**src/rtl/capt_pkg.sv**
```systemverilog
// Shared definitions for the event capture unit.
// Assumes: edge selection is a single bit, 1 meaning rising.
package capt_pkg;

    typedef enum logic {
        EDGE_FALL = 1'b0,
        EDGE_RISE = 1'b1
    } edge_sel_e;

    // Returns 1 when the level transition cur/prev matches the selected edge.
    function automatic logic edge_hit(input logic cur, input logic prev, input edge_sel_e sel);
        return (sel == EDGE_RISE) ? (cur & ~prev) : (~cur & prev);
    endfunction

endpackage

```
**src/rtl/capt_sync.sv**
```systemverilog
// Multi-stage synchronizer for one asynchronous input bit.
// Assumes: STAGES >= 1; the reset value of every stage is 0.
module capt_sync #(
    parameter int STAGES = 2
) (
    input  logic clk,
    input  logic rst_n,
    input  logic din,
    output logic dout
);
    logic [STAGES-1:0] stage_q;

    generate
        if (STAGES == 1) begin : g_single
            // Single register stage.
            always_ff @(posedge clk) begin
                if (!rst_n) stage_q <= '0;
                else        stage_q <= din;
            end
        end else begin : g_chain
            // Shift the pin through the register chain.
            always_ff @(posedge clk) begin
                if (!rst_n) stage_q <= '0;
                else        stage_q <= {stage_q[STAGES-2:0], din};
            end
        end
    endgenerate

    assign dout = stage_q[STAGES-1];

endmodule

```
**src/rtl/capt_filter.sv**
```systemverilog
// Agreement filter: the output takes a new level only after SAMPLES
// consecutive input samples differ from the present output.
// Assumes: input is already synchronous; SAMPLES >= 2.
module capt_filter #(
    parameter int SAMPLES = 4
) (
    input  logic clk,
    input  logic rst_n,
    input  logic din,
    output logic dout
);
    localparam int CW = (SAMPLES > 1) ? $clog2(SAMPLES) : 1;
    localparam logic [CW-1:0] LAST = CW'(SAMPLES - 1);

    logic [CW-1:0] run_q;

    // Count disagreeing samples; flip the output on the last one.
    always_ff @(posedge clk) begin
        if (!rst_n) begin
            dout  <= 1'b0;
            run_q <= '0;
        end else if (din == dout) begin
            run_q <= '0;
        end else if (run_q == LAST) begin
            dout  <= din;
            run_q <= '0;
        end else begin
            run_q <= run_q + 1'b1;
        end
    end

    // the output can only move toward the level last sampled.
    a_r5_follow: assert property (@(posedge clk) disable iff (!rst_n)
        (dout != $past(dout)) |-> (dout == $past(din)));

    // a sample equal to the output keeps the output unchanged next clock.
    a_r5_steady: assert property (@(posedge clk) disable iff (!rst_n)
        (din == dout) |=> (dout == $past(dout)));

endmodule

```
**src/rtl/capt_counter.sv**
```systemverilog
// Free-running timer counter with optional period taken from the
// capture register. Assumes: tick is synchronous to clk.
module capt_counter #(
    parameter int W = 16
) (
    input  logic         clk,
    input  logic         rst_n,
    input  logic         tick,
    input  logic         wrap_at_top,
    input  logic [W-1:0] top_val,
    output logic [W-1:0] cnt
);
    // Advance on tick; wrap at top_val in period mode, else naturally.
    always_ff @(posedge clk) begin
        if (!rst_n) begin
            cnt <= '0;
        end else if (tick) begin
            if (wrap_at_top && (cnt == top_val)) cnt <= '0;
            else                                  cnt <= cnt + 1'b1;
        end
    end

    // no tick, no movement.
    a_r2_hold: assert property (@(posedge clk) disable iff (!rst_n)
        !tick |=> $stable(cnt));

    // a tick outside the period match adds exactly one (modulo 2^W).
    a_r2_step: assert property (@(posedge clk) disable iff (!rst_n)
        (tick && !(wrap_at_top && (cnt == top_val))) |=> (cnt == W'($past(cnt) + 1'b1)));

    // a tick at the period match returns to zero.
    a_r2_top: assert property (@(posedge clk) disable iff (!rst_n)
        (tick && wrap_at_top && (cnt == top_val)) |=> (cnt == '0));

endmodule

```
**src/rtl/evt_capture_unit.sv**
```systemverilog
// Event capture unit: synchronizes and optionally filters one pin,
// detects the selected edge, copies the counter into the capture
// register and keeps a sticky flag with interrupt request.
// Assumes: nc_en is changed only while the pin has been stable for
// longer than the filter window, so the path switch makes no edge.
module evt_capture_unit #(
    parameter int CNT_W       = 16,
    parameter int SYNC_STAGES = 2,
    parameter int NC_SAMPLES  = 4
) (
    input  logic             clk,
    input  logic             rst_n,
    input  logic             tick_en,
    input  logic             cap_pin,
    input  logic             nc_en,
    input  logic             edge_rise,
    input  logic             top_from_capt,
    input  logic             irq_en,
    input  logic             flag_clr,
    output logic [CNT_W-1:0] cap_value,
    output logic             cap_flag,
    output logic             cap_irq
);
    import capt_pkg::*;

    logic             pin_sync;
    logic             pin_clean;
    logic             pin_sel;
    logic             pin_prev;
    logic             cap_evt;
    logic [CNT_W-1:0] cnt;

    capt_sync #(.STAGES(SYNC_STAGES)) u_sync (
        .clk   (clk),
        .rst_n (rst_n),
        .din   (cap_pin),
        .dout  (pin_sync)
    );

    capt_filter #(.SAMPLES(NC_SAMPLES)) u_filter (
        .clk   (clk),
        .rst_n (rst_n),
        .din   (pin_sync),
        .dout  (pin_clean)
    );

    capt_counter #(.W(CNT_W)) u_counter (
        .clk         (clk),
        .rst_n       (rst_n),
        .tick        (tick_en),
        .wrap_at_top (top_from_capt),
        .top_val     (cap_value),
        .cnt         (cnt)
    );

    // Choose the filtered or direct pin level.
    assign pin_sel = nc_en ? pin_clean : pin_sync;

    // Remember last level for edge detection.
    always_ff @(posedge clk) begin
        if (!rst_n) pin_prev <= 1'b0;
        else        pin_prev <= pin_sel;
    end

    // A selected edge captures unless the pin is disconnected (period mode).
    assign cap_evt = edge_hit(pin_sel, pin_prev, edge_sel_e'(edge_rise)) & ~top_from_capt;

    // Load the capture register on an event.
    always_ff @(posedge clk) begin
        if (!rst_n)       cap_value <= '0;
        else if (cap_evt) cap_value <= cnt;
    end

    // Sticky flag: capture has priority over clear.
    always_ff @(posedge clk) begin
        if (!rst_n)        cap_flag <= 1'b0;
        else if (cap_evt)  cap_flag <= 1'b1;
        else if (flag_clr) cap_flag <= 1'b0;
    end

    // Interrupt request while flag and enable are both set.
    assign cap_irq = cap_flag & irq_en;

    // an event loads the counter value and sets the flag.
    a_r7_load: assert property (@(posedge clk) disable iff (!rst_n)
        cap_evt |=> (cap_flag && (cap_value == $past(cnt))));

    // without clear the flag never drops.
    a_r8_sticky: assert property (@(posedge clk) disable iff (!rst_n)
        (cap_flag && !flag_clr) |=> cap_flag);

    // a clear with no event drops the flag.
    a_r8_clear: assert property (@(posedge clk) disable iff (!rst_n)
        (flag_clr && !cap_evt) |=> !cap_flag);

    // in period mode the capture register does not move.
    a_r10_frozen: assert property (@(posedge clk) disable iff (!rst_n)
        top_from_capt |=> $stable(cap_value));

    // in period mode the flag cannot rise.
    a_r10_noflag: assert property (@(posedge clk) disable iff (!rst_n)
        top_from_capt |=> !$rose(cap_flag));

    // the request only rises with the enable high.
    a_r9_irq: assert property (@(posedge clk) disable iff (!rst_n)
        $rose(cap_irq) |-> (irq_en && cap_flag));

endmodule

```
**config.mk**
```make
export PLATFORM = sky130hd
export DESIGN_NAME = evt_capture_unit
export DESIGN_NICKNAME = d
export VERILOG_FILES = /design/src/rtl/capt_pkg.sv /design/src/rtl/capt_sync.sv /design/src/rtl/capt_filter.sv /design/src/rtl/capt_counter.sv /design/src/rtl/evt_capture_unit.sv
export SDC_FILE = /design/constraint.sdc
export NUM_CORES = 1
export LEC_CHECK = 0
export ABC_CLOCK_PERIOD_IN_PS = 1700
export BUFFER_PORTS_ARGS = -buffer_cell sky130_fd_sc_hd__buf_2
export CORE_ASPECT_RATIO = 1.2
export CORE_MARGIN = 2
export CORE_UTILIZATION = 40
export DETAILED_ROUTE_END_ITERATION = 10
export PLACE_DENSITY = 0.63
export SETUP_SLACK_MARGIN = 0.1
export SLEW_MARGIN = 20
export SYNTH_ARGS = -nofsm -noshare
export SYNTH_HDL_FRONTEND = slang
export SYNTH_SLANG_ARGS = --single-unit
export TNS_END_PERCENT = 20
```
**constraint.sdc**
```tcl
create_clock -name clk -period 1.7 [get_ports clk]
set_clock_uncertainty 0.05 [all_clocks]
set_input_delay 0.34 -clock clk [delete_from_list [all_inputs] [get_ports clk]]
set_output_delay 0.34 -clock clk [all_outputs]
set_load 0.05 [all_outputs]
```
======== Word-level counts from Yosys, hierarchy flattened ========
Cells that the tools add are included.
W data, S select, Z words.
cells by class
  add/sub/neg operators ................... 2
  eq/ne operators ......................... 3
  mux-type cells .......................... 5
  bitwise logic cells ..................... 9
  reduce and logical (&&, ||, !) cells .... 4
operators by type and width
  kind                     number
  $add A16 B1 Y16 const B  1
  $eq A16 B16 Y1           1
  $mux W16                 1
  $not A1 Y1               5
  $and A1 B1 Y1            4
  $mux W1                  4
  $reduce_or A3 Y1         1
  $add A2 B1 Y2 const B    1
  $eq A2 B2 Y1 const B     1
  $reduce_and A2 Y1        1
  $reduce_bool A2 Y1       1
  $eq A1 B1 Y1             1
  $logic_and A1 B1 Y1      1
word-level totals
  bits in registers ....................... 39
  input bits .............................. 9
  output and inout bits ................... 18
  logic and storage cells ................. 30

======== Longest topological paths before layout ========
Gate-level depths: netlist of run 1.
  depth in word-level cells ............... 6
  mapped depth ............................ 7

======== By module ========
A second synthesis of run 1 with hierarchy kept.
unflattened totals
  cell total of the unflattened synthesis .. 192
  area, all modules ....................... 1806.7 µm²
by module, submodules not included
  module            instances  cells each  area each (µm²)
  capt_counter      1          99          879.6
  evt_capture_unit  1          80          755.7
  capt_filter       1          9           118.9
  capt_sync         1          4           52.6

======== Worst setup path after synthesis of run 1 ========
OpenSTA, ideal clock, no wires.
  path kind ............................... register to register
  start ................................... register cap_value[3]
  end ..................................... register u_counter.cnt[10]
  library setup time ...................... 0.115 ns
  arrival ................................. 1.902 ns
  data required time ...................... 1.535 ns
  setup slack ............................. -0.366 ns
  stages on the path, launching flop included .. 7
  path buffers ............................ 1
  period minus slack after synthesis ...... 2.066 ns
  path through ............................ dfxtp_1 -> xor2_1 -> nor4_1 -> nand4_1 -> o41ai_4 -> buf_6 -> nor2_1
between the ends
  cells in the longest elaborated chain, start to end .. 3
RTL lines
  element                 RTL line                RTL
  start, declared         evt_capture_unit.sv:20  output logic [CNT_W-1:0] cap_value,
  start signal, assigned  evt_capture_unit.sv:71  else if (cap_evt) cap_value <= cnt;
  $eq A16 B16 Y1          capt_counter.sv:18      if (wrap_at_top && (cnt == top_val)) cnt <= '0;
  $logic_and A1 B1 Y1     capt_counter.sv:18
  $mux W16                capt_counter.sv:18
  end signal, assigned    capt_counter.sv:19      else cnt <= cnt + 1'b1;
  end, declared           capt_counter.sv:11      output logic [W-1:0] cnt
No other way between the ends.
A chain may end at the register's enable or synchronous reset.

======== Worst setup path after layout of run 1 ========
  start ................................... register u_counter.cnt[3]
  end ..................................... register u_counter.cnt[3]
between the ends
  cells in the longest elaborated chain, start to end .. 3
  elaborated cells between the ends (all ways) .. 4
  those cells by class .................... 1 x add/sub; 1 x eq/ne; 1 x mux; 1 x reduce/logical
RTL lines
  element                                                                  RTL line
  parallel branches: the longest is 2 deep, another holds $add A16 B1 Y16  --
  $mux W16 *                                                               capt_counter.sv:18
Mark *: on every way between the ends.

==> results of run 1 <==
## worst max-delay path by stage
stage / startpoint / to / slack, ns / cells after the start
floorplan: u_counter.cnt[3] / u_counter.cnt[15] / -0.03 / 7
global placement: u_counter.cnt[3] / u_counter.cnt[15] / -0.09 / 6
detailed placement: u_counter.cnt[3] / u_counter.cnt[15] / -0.1 / 6
CTS: u_counter.cnt[3] / u_counter.cnt[7] / -0.03 / 6
global route: u_counter.cnt[3] / u_counter.cnt[3] / -0.10 / 6
finish: u_counter.cnt[3] / u_counter.cnt[3] / 0.01 / 6
## power groups by stage
stage | Sequential, mW | Combinational (mW) | Clock (mW)
after global placement | 0.948 | 0.0874 | 0
final | 0.926 | 0.0930 | 0.718
after floorplan | 0.948 | 0.0520 | 0
after CTS | 0.926 | 0.0904 | 0.738
after detailed placement | 0.947 | 0.0889 | 0
after global routing | 0.927 | 0.103 | 0.776
## cells by family after synthesis
group                      synth area share, %
muxes                                     1.71
buffers and inverters                     3.41
AOI/OAI and AO/OA                         9.74
and+or+nand+nor                           23.5
xor gates and xnor gates                  15.9
DFF                                       44.3
adders and majority gates                 1.42
## registers in the layout (all words and copies together), names as in the netlist
signal	flops
cap_value	16
cap_flag	1
u_sync.stage_q	2
u_counter.cnt	16
u_filter.dout	1
u_filter.run_q	2
pin_prev	1
## timing repair
| action | in CTS | in global routing |
|---|---|---|
| endpoints found under the setup margin | 19 | 33 |
| pin swaps | 8 | 1 |
| gates resized for setup | 6 | 8 |
## worst reg2reg max path, cell delays in order, from the launching register on
cell and delay [ns]:
dfxtp_2 0.34, xor2_1 0.16, nor4_2 0.28, nand4_1 0.18, o41ai_4 0.31, buf_4 0.21, nor2_1 0.05
## metrics by stage
stage / TNS, ns / std cells / utilization [%] / hold slack (ns) / cell area, µm²
after global placement: -0.238 / 297 / 50.5 / 0.369 / 2150
after detailed placement: -0.608 / 297 / 50.5 / 0.373 / 2150
after floorplan: -0.306 / 195 / - / 0.356 / 1790
final: 0 / 305 / 54.0 / 0.200 / 2300
after global routing: -1.38 / 305 / 54.0 / 0.186 / 2300
after CTS: -0.183 / 305 / 53.3 / 0.187 / 2270
## placed cells by master, fill, tap and decap left out, drive strengths merged, types with 2 or more instances in the layout
cell type / n
a21boi: 17
and2: 3
buf: 56
clkbuf: 6
clkinv: 2
dfxtp: 39
ha: 2
mux2i: 3
nand2: 41
nand3: 2
nand4: 7
nor2: 21
nor2b: 2
nor3: 3
nor4: 2
xnor2: 22
xor2: 10
## per-layer routing
layer / vias to the layer above / routed length [µm]
met2: 26 / 1920
li1: 741 / -
met5: - / 0
met3: 6 / 124
met4: 0 / 61
met1: 683 / 1770
## area by class of cell
type,count,area share (%)
clock inverter,2,0.598
timing repair buffer,56,15.9
sequential,39,35.0
clock buffer,6,4.08
multi-input combinational,145,41.2
inverter,1,0.163
tap,56,3.04
==> impl_results.rst, run 1 <==
.. list-table::
   :header-rows: 1

   * - Metric
     - Value
   * - Sequential Area
     - around 810 µm²
   * - Sequential cell area fraction in the yosys report
     - between 40% and 50%
   * - Stage delay of the slowest cell on the critical path
     - 0.34 ns
   * - Number of enable-type register cells in the synthesized netlist
     - 0
   * - Final WL
     - around 3.9 mm
   * - ANT nets after route
     - 0
   * - Placer Congestion
     - 0.769
   * - Setup Crit Path Kind
     - flip-flop to flip-flop
   * - Worst slew slack as a fraction of its limit
     - a little under 80%
   * - VDD IR max
     - ~0.47 mV
   * - Synthesis-to-finish area growth
     - 30.8%
   * - Average routed wire per standard cell
     - roughly 13 µm
   * - Total routing usage reported by global routing
     - between 15 and 20%
   * - IO buf count
     - 26
   * - Pin count of the biggest net entering global routing
     - 15
   * - Nature of the critical path startpoint
     - flip-flop
   * - Clock insertion delay at the later pin of the skew report
     - 0.29 ns
   * - Buffer and inverter count on the worst path
     - 1
   * - Fin worst setup slack
     - about 0.014 ns
   * - Number of nets in the synthesized netlist
     - slightly above 200
   * - Distinct cell type count after synthesis
     - 32
   * - Number of hold-repair buffers added at the cts stage
     - 0
   * - Die Area
     - between 4000 and 5000 µm²
   * - Global-route met2 utilization
     - 29.3%
   * - Violation count after the first detailed-route iteration
     - between 60 and 70
   * - Switching share of total power
     - between 20% and 30%
   * - Leading register cell type out of synthesis
     - dfxtp_1
   * - Fillcell total
     - 414
   * - R2r endpoint
     - u_counter.cnt[3]
   * - Arrival @ worst endpoint
     - between 1.5 and 2 ns
   * - Via count normalized by instance count
     - 4.77
   * - Critical path cell sequence
     - xor2_1 > nor4_2 > nand4_1 > o41ai_4 > buf_4 > nor2_1
   * - CTS Root Cell
     - clkbuf_8
   * - Core Region
     - 4260 µm²
   * - Setup fix buffers added after clock tree synthesis
     - 0
   * - Most area-consuming cells after synthesis
     - dfxtp_1, xnor2_1, nand2_1
   * - Met3 usage
     - under 10%
   * - Detail Placement HPWL
     - a little under 3 mm
   * - Number of max-cap violations
     - 0
   * - Power per unit of standard cell area
     - approximately 750 nW/µm²
   * - Fmax
     - between 500 and 600 MHz
   * - Global-route met1 utilization
     - 21.4%
   * - Via count
     - ~1500
   * - WHS Path Cells
     - 2
   * - Number of antenna repair diodes
     - 0
   * - Number of instances in the synthesized netlist
     - a little under 200
   * - Most numerous cell in the Yosys netlist
     - nand2_1
   * - Count of synthesis-stage warnings from yosys
     - 0
   * - Avg Inst Size Synth
     - around 9 µm²
   * - Clock power share
     - between 40% and 50%
   * - Worst slack, placed
     - -0.0973 ns
   * - RSZ-0062 raised after global routing
     - true
   * - Hold Path Origin
     - cap_pin
   * - Initial core utilization
     - 41.3%
   * - Overall Power
     - about 1.7 mW
   * - Maximum root-to-sink buffer count
     - 2
   * - DRC errors left
     - 0
   * - TritonCTS clock tree
     - built
   * - Grt ovf
     - 0
   * - Vias in the first global route
     - 1418
   * - Hold Crit Class
     - input pin to flip-flop
   * - Yosys top cell by area
     - dfxtp_1
   * - Ys async rst share
     - 0%
   * - Die W
     - approximately 65 µm
   * - Number of ports placed on the die boundary
     - 27
   * - Final Hold Violating Endpoints
     - 0
   * - Run status
     - completed
   * - Critical-path maximum fanout
     - 6
   * - Proportion of layout cells with a drive suffix above 1
     - 36.1%
   * - Number of pins with negative max-slew slack in the final report
     - 0
   * - Cell Area, Synth
     - 1760 µm²
   * - Count of H-tree levels built during CTS
     - 2
   * - Post-route minimum period
     - between 1.5 and 2 ns
   * - Period Utilization, post-route
     - 99.2%
   * - Wire length of the first global-routing pass
     - 6.62 mm
   * - Endpoint type of the worst setup path
     - flip-flop
   * - Count of nets after finishing
     - between 200 and 300
   * - Cell-internal power
     - around 1.3 mW
   * - Worst-margin pin slew
     - 0.332 ns
   * - Length of the first detailed-routing pass in iterations
     - 4
   * - Ranking of synthesized cells by instance count
     - nand2_1, dfxtp_1, xnor2_1
   * - End of the worst hold path
     - u_sync.stage_q[0]
   * - Proportion of netlist area held by the largest area contributor
     - between 40% and 50%
   * - Slowest-stage cell, CP
     - dfxtp_2
   * - Number of clock buffers inserted by TritonCTS
     - 5
   * - Switching power
     - about 400 µW
   * - Cell type group with the largest total delay on the critical path
     - simple AND/OR/NAND/NOR gates
   * - Critical path data required time
     - 1.84 ns
   * - Number of storage elements in the synthesis netlist
     - 39
   * - Clock input transition at the sequential cells of the worst setup and hold paths
     - about 0.080 ns
   * - Total setup violations reported at the end of the flow
     - 0
   * - Area of the multi-input gates
     - 948 µm²
   * - Antenna violations before repair
     - 0
   * - R2R Setup Slk
     - ~0.014 ns
   * - Leakage
     - 0.937 nW
   * - Startpoint of the lowest-slack register-to-register path
     - u_counter.cnt[3]
   * - Height of the die
     - roughly 77 µm
   * - Busiest layer in global routing
     - met2
   * - Depth of the worst register-to-register path
     - 6
   * - Sequential share of power
     - between 50% and 60%
   * - Floorplan row count
     - 26
   * - Clock tree sinks
     - 39
   * - Gate power share
     - 5.4%
(Power assumes the default switching activity.)
==> run 2, diff against run 1 <==
--- a/config.mk
+++ b/config.mk
@@ -11,7 +11,7 @@
 export CORE_MARGIN = 2
 export CORE_UTILIZATION = 40
 export DETAILED_ROUTE_END_ITERATION = 10
-export PLACE_DENSITY = 0.63
+export PLACE_DENSITY_LB_ADDON = 0.3
 export SETUP_SLACK_MARGIN = 0.1
 export SLEW_MARGIN = 20
 export SYNTH_ARGS = -nofsm -noshare
==> impl_results.rst, run 2 (synthesis results as in run 1) <==
.. list-table::
   :header-rows: 1

   * - Metric
     - Value
   * - Final WL
     - 3.66 mm (-5.6%)
   * - Leakage
     - 0.913 nW (-2.6%)
   * - Length of the first detailed-routing pass in iterations
     - 6 (+2)
   * - Antenna violations before repair
     - 0 (unchanged)
   * - Worst slack, placed
     - -0.0758 ns (+0.0214 ns)
   * - Number of max-cap violations
     - 0 (unchanged)
   * - Placed cell areas
     - 2150 µm² (-0.23%)
   * - Failing checks
     - negative setup slack
   * - Worst-margin pin slew
     - 0.383 ns (+0.0508 ns)
   * - Switching share of total power
     - 21.9% (-0.86 points)
   * - DRC errors left
     - 0 (unchanged)
   * - Number of ports placed on the die boundary
     - 27 (unchanged)
   * - Setup fix buffers added after clock tree synthesis
     - 0 (unchanged)
   * - Global-route met1 utilization
     - 20.5% (-0.93 points)
   * - Cell-internal power
     - 1.25 mW (-6.7%)
   * - Critical-path maximum fanout
     - 13 (+7)
   * - Number of hold-repair buffers added at the cts stage
     - 0 (unchanged)
   * - RSZ-0062 raised after global routing
     - true
   * - Largest registers in the final layout
     - cap_value: 16 flops, u_counter.cnt: 16 flops
   * - Switching power
     - 351 µW (-11%)
   * - VDD IR max
     - 0.358 mV (-24%)
   * - Clock tree sinks
     - 39 (unchanged)
   * - Clock input transition at the sequential cells of the worst setup and hold paths
     - 0.07 ns (about the same)
   * - R2R Setup Slk
     - -0.03 ns (-0.05 ns)
   * - Number of clock buffers inserted by TritonCTS
     - 5 (unchanged)
   * - Sum Neg Setup Slack
     - -0.328 ns (-0.328 ns)
   * - IO buf count
     - 26 (unchanged)
   * - Worst slew slack as a fraction of its limit
     - 74.4% (-3.3 points)
   * - Clock insertion delay at the later pin of the skew report
     - 0.29 ns (about the same)
   * - Via count normalized by instance count
     - 4.66 (-2.3%)
   * - Arrival @ worst endpoint
     - 1.86 ns (+0.03 ns)
   * - Setup Crit Path Kind
     - flip-flop to flip-flop
   * - Via count
     - 1404 (-3.6%)
   * - Commonest non-fill, non-tap cell in the layout
     - nand2_1
   * - Clock power share
     - 36.5% (-4.8 points)
   * - Met3 usage
     - 4.25% (+0.15 points)
   * - ANT nets after route
     - 0 (unchanged)
   * - TritonCTS clock tree
     - built
   * - Proportion of layout cells with a drive suffix above 1
     - 34.3% (-1.9 points)
   * - Wire length of the first global-routing pass
     - 6.05 mm (-8.7%)
   * - Number of pins with negative max-slew slack in the final report
     - 0 (unchanged)
   * - Sequential share of power
     - 57.8% (+4.5 points)
   * - Grt ovf
     - 0 (unchanged)
   * - Endpoint type of the worst setup path
     - flip-flop
   * - Height of the die
     - 76.7 µm (unchanged)
   * - Violation count after the first detailed-route iteration
     - 48 (-24%)
   * - Period Utilization, post-route
     - 102% (+2.7 points)
   * - Initial core utilization
     - 41.3% (unchanged)
   * - Average routed wire per standard cell
     - 12.2 µm (-4.3%)
   * - Fmax
     - 577 MHz (-2.7%)
   * - Placer Congestion
     - 0.767 (-0.26%)
   * - Power per unit of standard cell area
     - 709 nW/µm² (-6.0%)
   * - Busiest layer in global routing
     - met2
   * - Worst Hold Slack
     - 0.205 ns (+0.00584 ns)
   * - Critical path data required time
     - 1.83 ns (about the same)
   * - Total routing usage reported by global routing
     - 16.1% (-1.4 points)
   * - Final Hold Violating Endpoints
     - 0 (unchanged)
   * - Global-route met2 utilization
     - 25.5% (-3.8 points)
   * - Hold Crit Class
     - input pin to flip-flop
   * - Synthesis-to-finish area growth
     - 28.3%
   * - Number of antenna repair diodes
     - 0 (unchanged)
   * - Detail Placement HPWL
     - 2.71 mm (-7.2%)
   * - Total setup violations reported at the end of the flow
     - 16 (+16)
   * - Commonest cells after routing, fill and taps aside
     - nand2_1, buf_2, buf_4
   * - Nature of the critical path startpoint
     - flip-flop
   * - Run status
     - finished with violations
   * - Gate power share
     - 5.6% (+0.2 points)
   * - Count of H-tree levels built during CTS
     - 2 (unchanged)
   * - Floorplan row count
     - 26 (unchanged)
   * - Die Area
     - 4950 µm² (unchanged)
   * - Die W
     - 64.6 µm (unchanged)
   * - Maximum root-to-sink buffer count
     - 2 (unchanged)
   * - Core Region
     - 4260 µm² (unchanged)
   * - Pin count of the biggest net entering global routing
     - 25 (+10)
   * - Vias in the first global route
     - 1263 (-11%)
   * - Count of nets after finishing
     - 255 (-1.5%)
   * - Post-route minimum period
     - 1.73 ns (+0.0462 ns)
   * - Fin worst setup slack
     - -0.0319 ns (-0.0462 ns)
   * - CTS Root Cell
     - clkbuf_8
   * - Area of all placed cells without fillers
     - 2260 µm² (-1.9%)
## run 2: area by class of cell
cell class,instances,area (µm²)
fillers,393,2000
multi-input cells,145,940
flip-flops and latches,39,810
repair buffers,52,354
clock buffers,7,76.3
well taps,56,70.1
clock inverters,1,5.00
inverters,1,3.75
## run 2: critical path, stage by stage (launching register included)
cell and delay (ns):
dfxtp_4 0.34, xor2_1 0.15, nor4_2 0.27, nand4_1 0.17, o41ai_4 0.40, buf_12 0.18
nor2_1 0.05
## run 2: final timing paths
kind / startpoint / end / depth (start not counted)
max reg2reg: cap_value[3] / u_counter.cnt[13] / 6
min: cap_pin / u_sync.stage_q[0] / 2
min reg2reg: u_filter.run_q[0] / u_filter.run_q[0] / 1
max: cap_value[3] / u_counter.cnt[13] / 6
## run 2: repair_timing
| item | in CTS | in global routing |
|---|---|---|
| endpoints found under the setup margin | 32 | 33 |
| resized for setup | 0 | 10 |
| hold endpoints to repair | 0 | 0 |
| cloned | 0 | 0 |
| pin swaps | 1 | 2 |
## run 2: metal layers
metal	routed length, µm	share of wire, %	vias up
met5	0	0	-
met3	165	4.5	6
met1	1700	46	630
li1	-	-	737
met2	1730	47	31
met4	68	1.9	0
## run 2: power groups by stage
stage          Clock [mW]  Sequential [mW]  Combinational, mW
3_5_place_dp            0            0.947             0.0891
3_3_place_gp            0            0.947             0.0883
2_1_floorplan           0            0.948             0.0520
6_report            0.585            0.926             0.0902
5_1_grt             0.647            0.927             0.0986
4_1_cts             0.609            0.926             0.0896
## run 2: metrics by stage
stage	total power [mW]	utilization (%)	std cells
final	1.60	53.0	301
after global routing	1.67	53.0	301
after CTS	1.62	52.3	301
after detailed placement	1.04	50.4	293
after global placement	1.04	50.4	293
after floorplan	1.00	-	195
==> run 3, diff against run 2 <==
--- a/config.mk
+++ b/config.mk
@@ -5,11 +5,11 @@
 export SDC_FILE = /design/constraint.sdc
 export NUM_CORES = 1
 export LEC_CHECK = 0
-export ABC_CLOCK_PERIOD_IN_PS = 1700
+export ABC_CLOCK_PERIOD_IN_PS = 1450
 export BUFFER_PORTS_ARGS = -buffer_cell sky130_fd_sc_hd__buf_2
 export CORE_ASPECT_RATIO = 1.2
 export CORE_MARGIN = 2
-export CORE_UTILIZATION = 40
+export CORE_UTILIZATION = 35
 export DETAILED_ROUTE_END_ITERATION = 10
 export PLACE_DENSITY_LB_ADDON = 0.3
 export SETUP_SLACK_MARGIN = 0.1
==> constraint.sdc (replaced) <==
create_clock -name clk -period 1.45 [get_ports clk]
set_clock_uncertainty 0.05 [all_clocks]
set_input_delay 0.29 -clock clk [delete_from_list [all_inputs] [get_ports clk]]
set_output_delay 0.29 -clock clk [all_outputs]
set_load 0.05 [all_outputs]
==> impl_results.rst, run 3 (synthesis results as in run 1) <==
.. list-table::
   :header-rows: 1

   * - Metric
     - Value
   * - Run status
     - finished with violations
   * - Failing checks
     - negative setup slack
   * - Arrival @ worst endpoint
     - 1.80 ns (-0.06 ns)
   * - Core Region
     - 4900 µm² (+15%)
   * - Floorplan row count
     - 28 (+7.7%)
   * - Hold Path Origin
     - cap_pin
   * - RSZ-0062 raised after global routing
     - true
   * - Critical path data required time
     - 1.59 ns (-0.24 ns)
   * - VDD IR max
     - 0.528 mV (+48%)
   * - Average routed wire per standard cell
     - 12.4 µm (+1.6%)
   * - Total setup violations reported at the end of the flow
     - 26 (+10)
   * - Placer Congestion
     - 0.810 (+5.6%)
   * - Die W
     - 68.7 µm (+6.5%)
   * - Number of clock buffers inserted by TritonCTS
     - 5 (unchanged)
   * - Number of hold-repair buffers added at the cts stage
     - 0 (unchanged)
   * - Number of cells after detailed placement
     - 320 (+9.2%)
   * - Nature of the critical path startpoint
     - flip-flop
   * - Clock tree sinks
     - 39 (unchanged)
   * - Setup Crit Path Kind
     - flip-flop to flip-flop
   * - Die Area
     - 5620 µm² (+13%)
   * - Pin count of the biggest net entering global routing
     - 18 (-28%)
   * - Post-route minimum period
     - 1.66 ns (-0.0733 ns)
   * - Violation count after the first detailed-route iteration
     - 61 (+27%)
   * - Commonest cells after routing, fill and taps aside
     - buf_4, nand2_1, nor2_1, xnor2_1, dfxtp_1
   * - Endpoint type of the worst setup path
     - flip-flop
   * - Clock insertion delay at the later pin of the skew report
     - 0.29 ns (about the same)
   * - Synthesis-to-finish area growth
     - 43.2%
   * - Number of ports placed on the die boundary
     - 27 (unchanged)
   * - Count of nets after finishing
     - 278 (+9.0%)
   * - Period Utilization, post-route
     - 114% (+13 points)
   * - TritonCTS clock tree
     - built
   * - Final Hold Violating Endpoints
     - 0 (unchanged)
   * - Sum Neg Setup Slack
     - -3.23 ns (-2.90 ns)
   * - Overall Power
     - 2.22 mW (+38%)
   * - Antenna violations before repair
     - 0 (unchanged)
   * - Global-route met1 utilization
     - 20.9% (+0.43 points)
   * - Fmax
     - 603 MHz (+4.4%)
   * - Worst slew slack as a fraction of its limit
     - 77.4% (+2.9 points)
   * - IO buf count
     - 26 (unchanged)
   * - Critical-path maximum fanout
     - 3 (-10)
   * - DRC errors left
     - 0 (unchanged)
   * - Final Util
     - 51.4% (-1.6 points)
   * - Busiest layer in global routing
     - met2
   * - Largest registers in the final layout
     - cap_value: 16 flops, u_counter.cnt: 16 flops
   * - Detail Placement HPWL
     - 3.05 mm (+13%)
   * - Power per unit of standard cell area
     - 879 nW/µm² (+24%)
   * - Worst slack, placed
     - -0.241 ns (-0.165 ns)
   * - Number of standard cells in the final layout excluding fillers
     - 328 (+9.0%)
   * - Height of the die
     - 81.7 µm (+6.5%)
   * - ANT nets after route
     - 0 (unchanged)
   * - Vias in the first global route
     - 1401 (+11%)
   * - Global-route met2 utilization
     - 24.8% (-0.71 points)
   * - Hold Crit Class
     - input pin to flip-flop
   * - Number of pins with negative max-slew slack in the final report
     - 0 (unchanged)
   * - Leakage
     - 1.05 nW (+15%)
   * - Via count
     - 1508 (+7.4%)
   * - Total routing usage reported by global routing
     - 15.9% (-0.19 points)
   * - Worst-margin pin slew
     - 0.338 ns (-0.0449 ns)
   * - Grt ovf
     - 0 (unchanged)
   * - Length of the first detailed-routing pass in iterations
     - 4 (-2)
   * - Count of H-tree levels built during CTS
     - 2 (unchanged)
   * - Number of max-cap violations
     - 0 (unchanged)
   * - Clock input transition at the sequential cells of the worst setup and hold paths
     - 0.08 ns (about the same)
   * - CTS Root Cell
     - clkbuf_8
   * - Number of antenna repair diodes
     - 0 (unchanged)
   * - Maximum root-to-sink buffer count
     - 2 (unchanged)
   * - Proportion of layout cells with a drive suffix above 1
     - 41.8% (+7.5 points)
   * - Initial core utilization
     - 35.9% (-5.4 points)
   * - Commonest non-fill, non-tap cell in the layout
     - buf_4
   * - Fin worst setup slack
     - -0.209 ns (-0.177 ns)
   * - Met3 usage
     - 4.11% (-0.14 points)
   * - First element of the critical path
     - u_counter.cnt[4]
   * - Final WL
     - 4.05 mm (+11%)
   * - Startpoint of the lowest-slack register-to-register path
     - u_counter.cnt[4]
   * - Wire length of the first global-routing pass
     - 6.57 mm (+8.5%)
   * - Via count normalized by instance count
     - 4.60 (-1.4%)
==> run 3: where the power goes <==
| group | switching (mW) | internal, mW |
|---|---|---|
| clock network | 0.394 | 0.619 |
| logic | 0.0570 | 0.0629 |
| registers | 0.00784 | 1.08 |
==> run 3: what timing repair did <==
action / 4_1_cts / 5_1_grt
pin swaps: 0 / 1
gates resized for setup: 7 / 21
setup buffers: 0 / 0
endpoints found under the hold margin: 0 / 0
endpoints found under the setup margin: 33 / 46
==> run 3: final cells by class <==
class | instances | area (µm²)
tap | 60 | 75.1
inverter | 1 | 3.75
multi-input combinational | 145 | 956
clock buffer | 7 | 97.6
fill | 459 | 2380
clock inverter | 1 | 30.0
sequential | 39 | 810
timing repair buffer | 75 | 549
==> run 3: per-layer routing <==
metal  share of wire (%)  up-vias
li1                    -      784
met1                  47      681
met5                   0        -
met4                 1.7        0
met2                  47       37
met3                 4.5        6
==> run 3: worst paths after layout <==
path                            end  slack [ns]  cells after the start
hold / removal    u_sync.stage_q[0]        0.15                      2
setup reg to reg   u_counter.cnt[0]       -0.21                      6
setup / recovery   u_counter.cnt[0]       -0.21                      6
hold reg to reg   u_sync.stage_q[1]        0.39                      1
==> run 3: through the flow <==
stage / area, µm² / hold WS [ns]
2_1_floorplan: 1780 / 0.356
3_3_place_gp: 2310 / 0.368
3_5_place_dp: 2310 / 0.369
4_1_cts: 2460 / 0.141
5_1_grt: 2520 / 0.153
6_report: 2520 / 0.150
==> run 3: critical path: stages (launching register included) <==
cell and delay (ns):
dfxtp_1 0.34, buf_4 0.15, xnor2_1 0.19, nand3_1 0.14, o41ai_4 0.45, buf_4 0.20
nor2_1 0.04
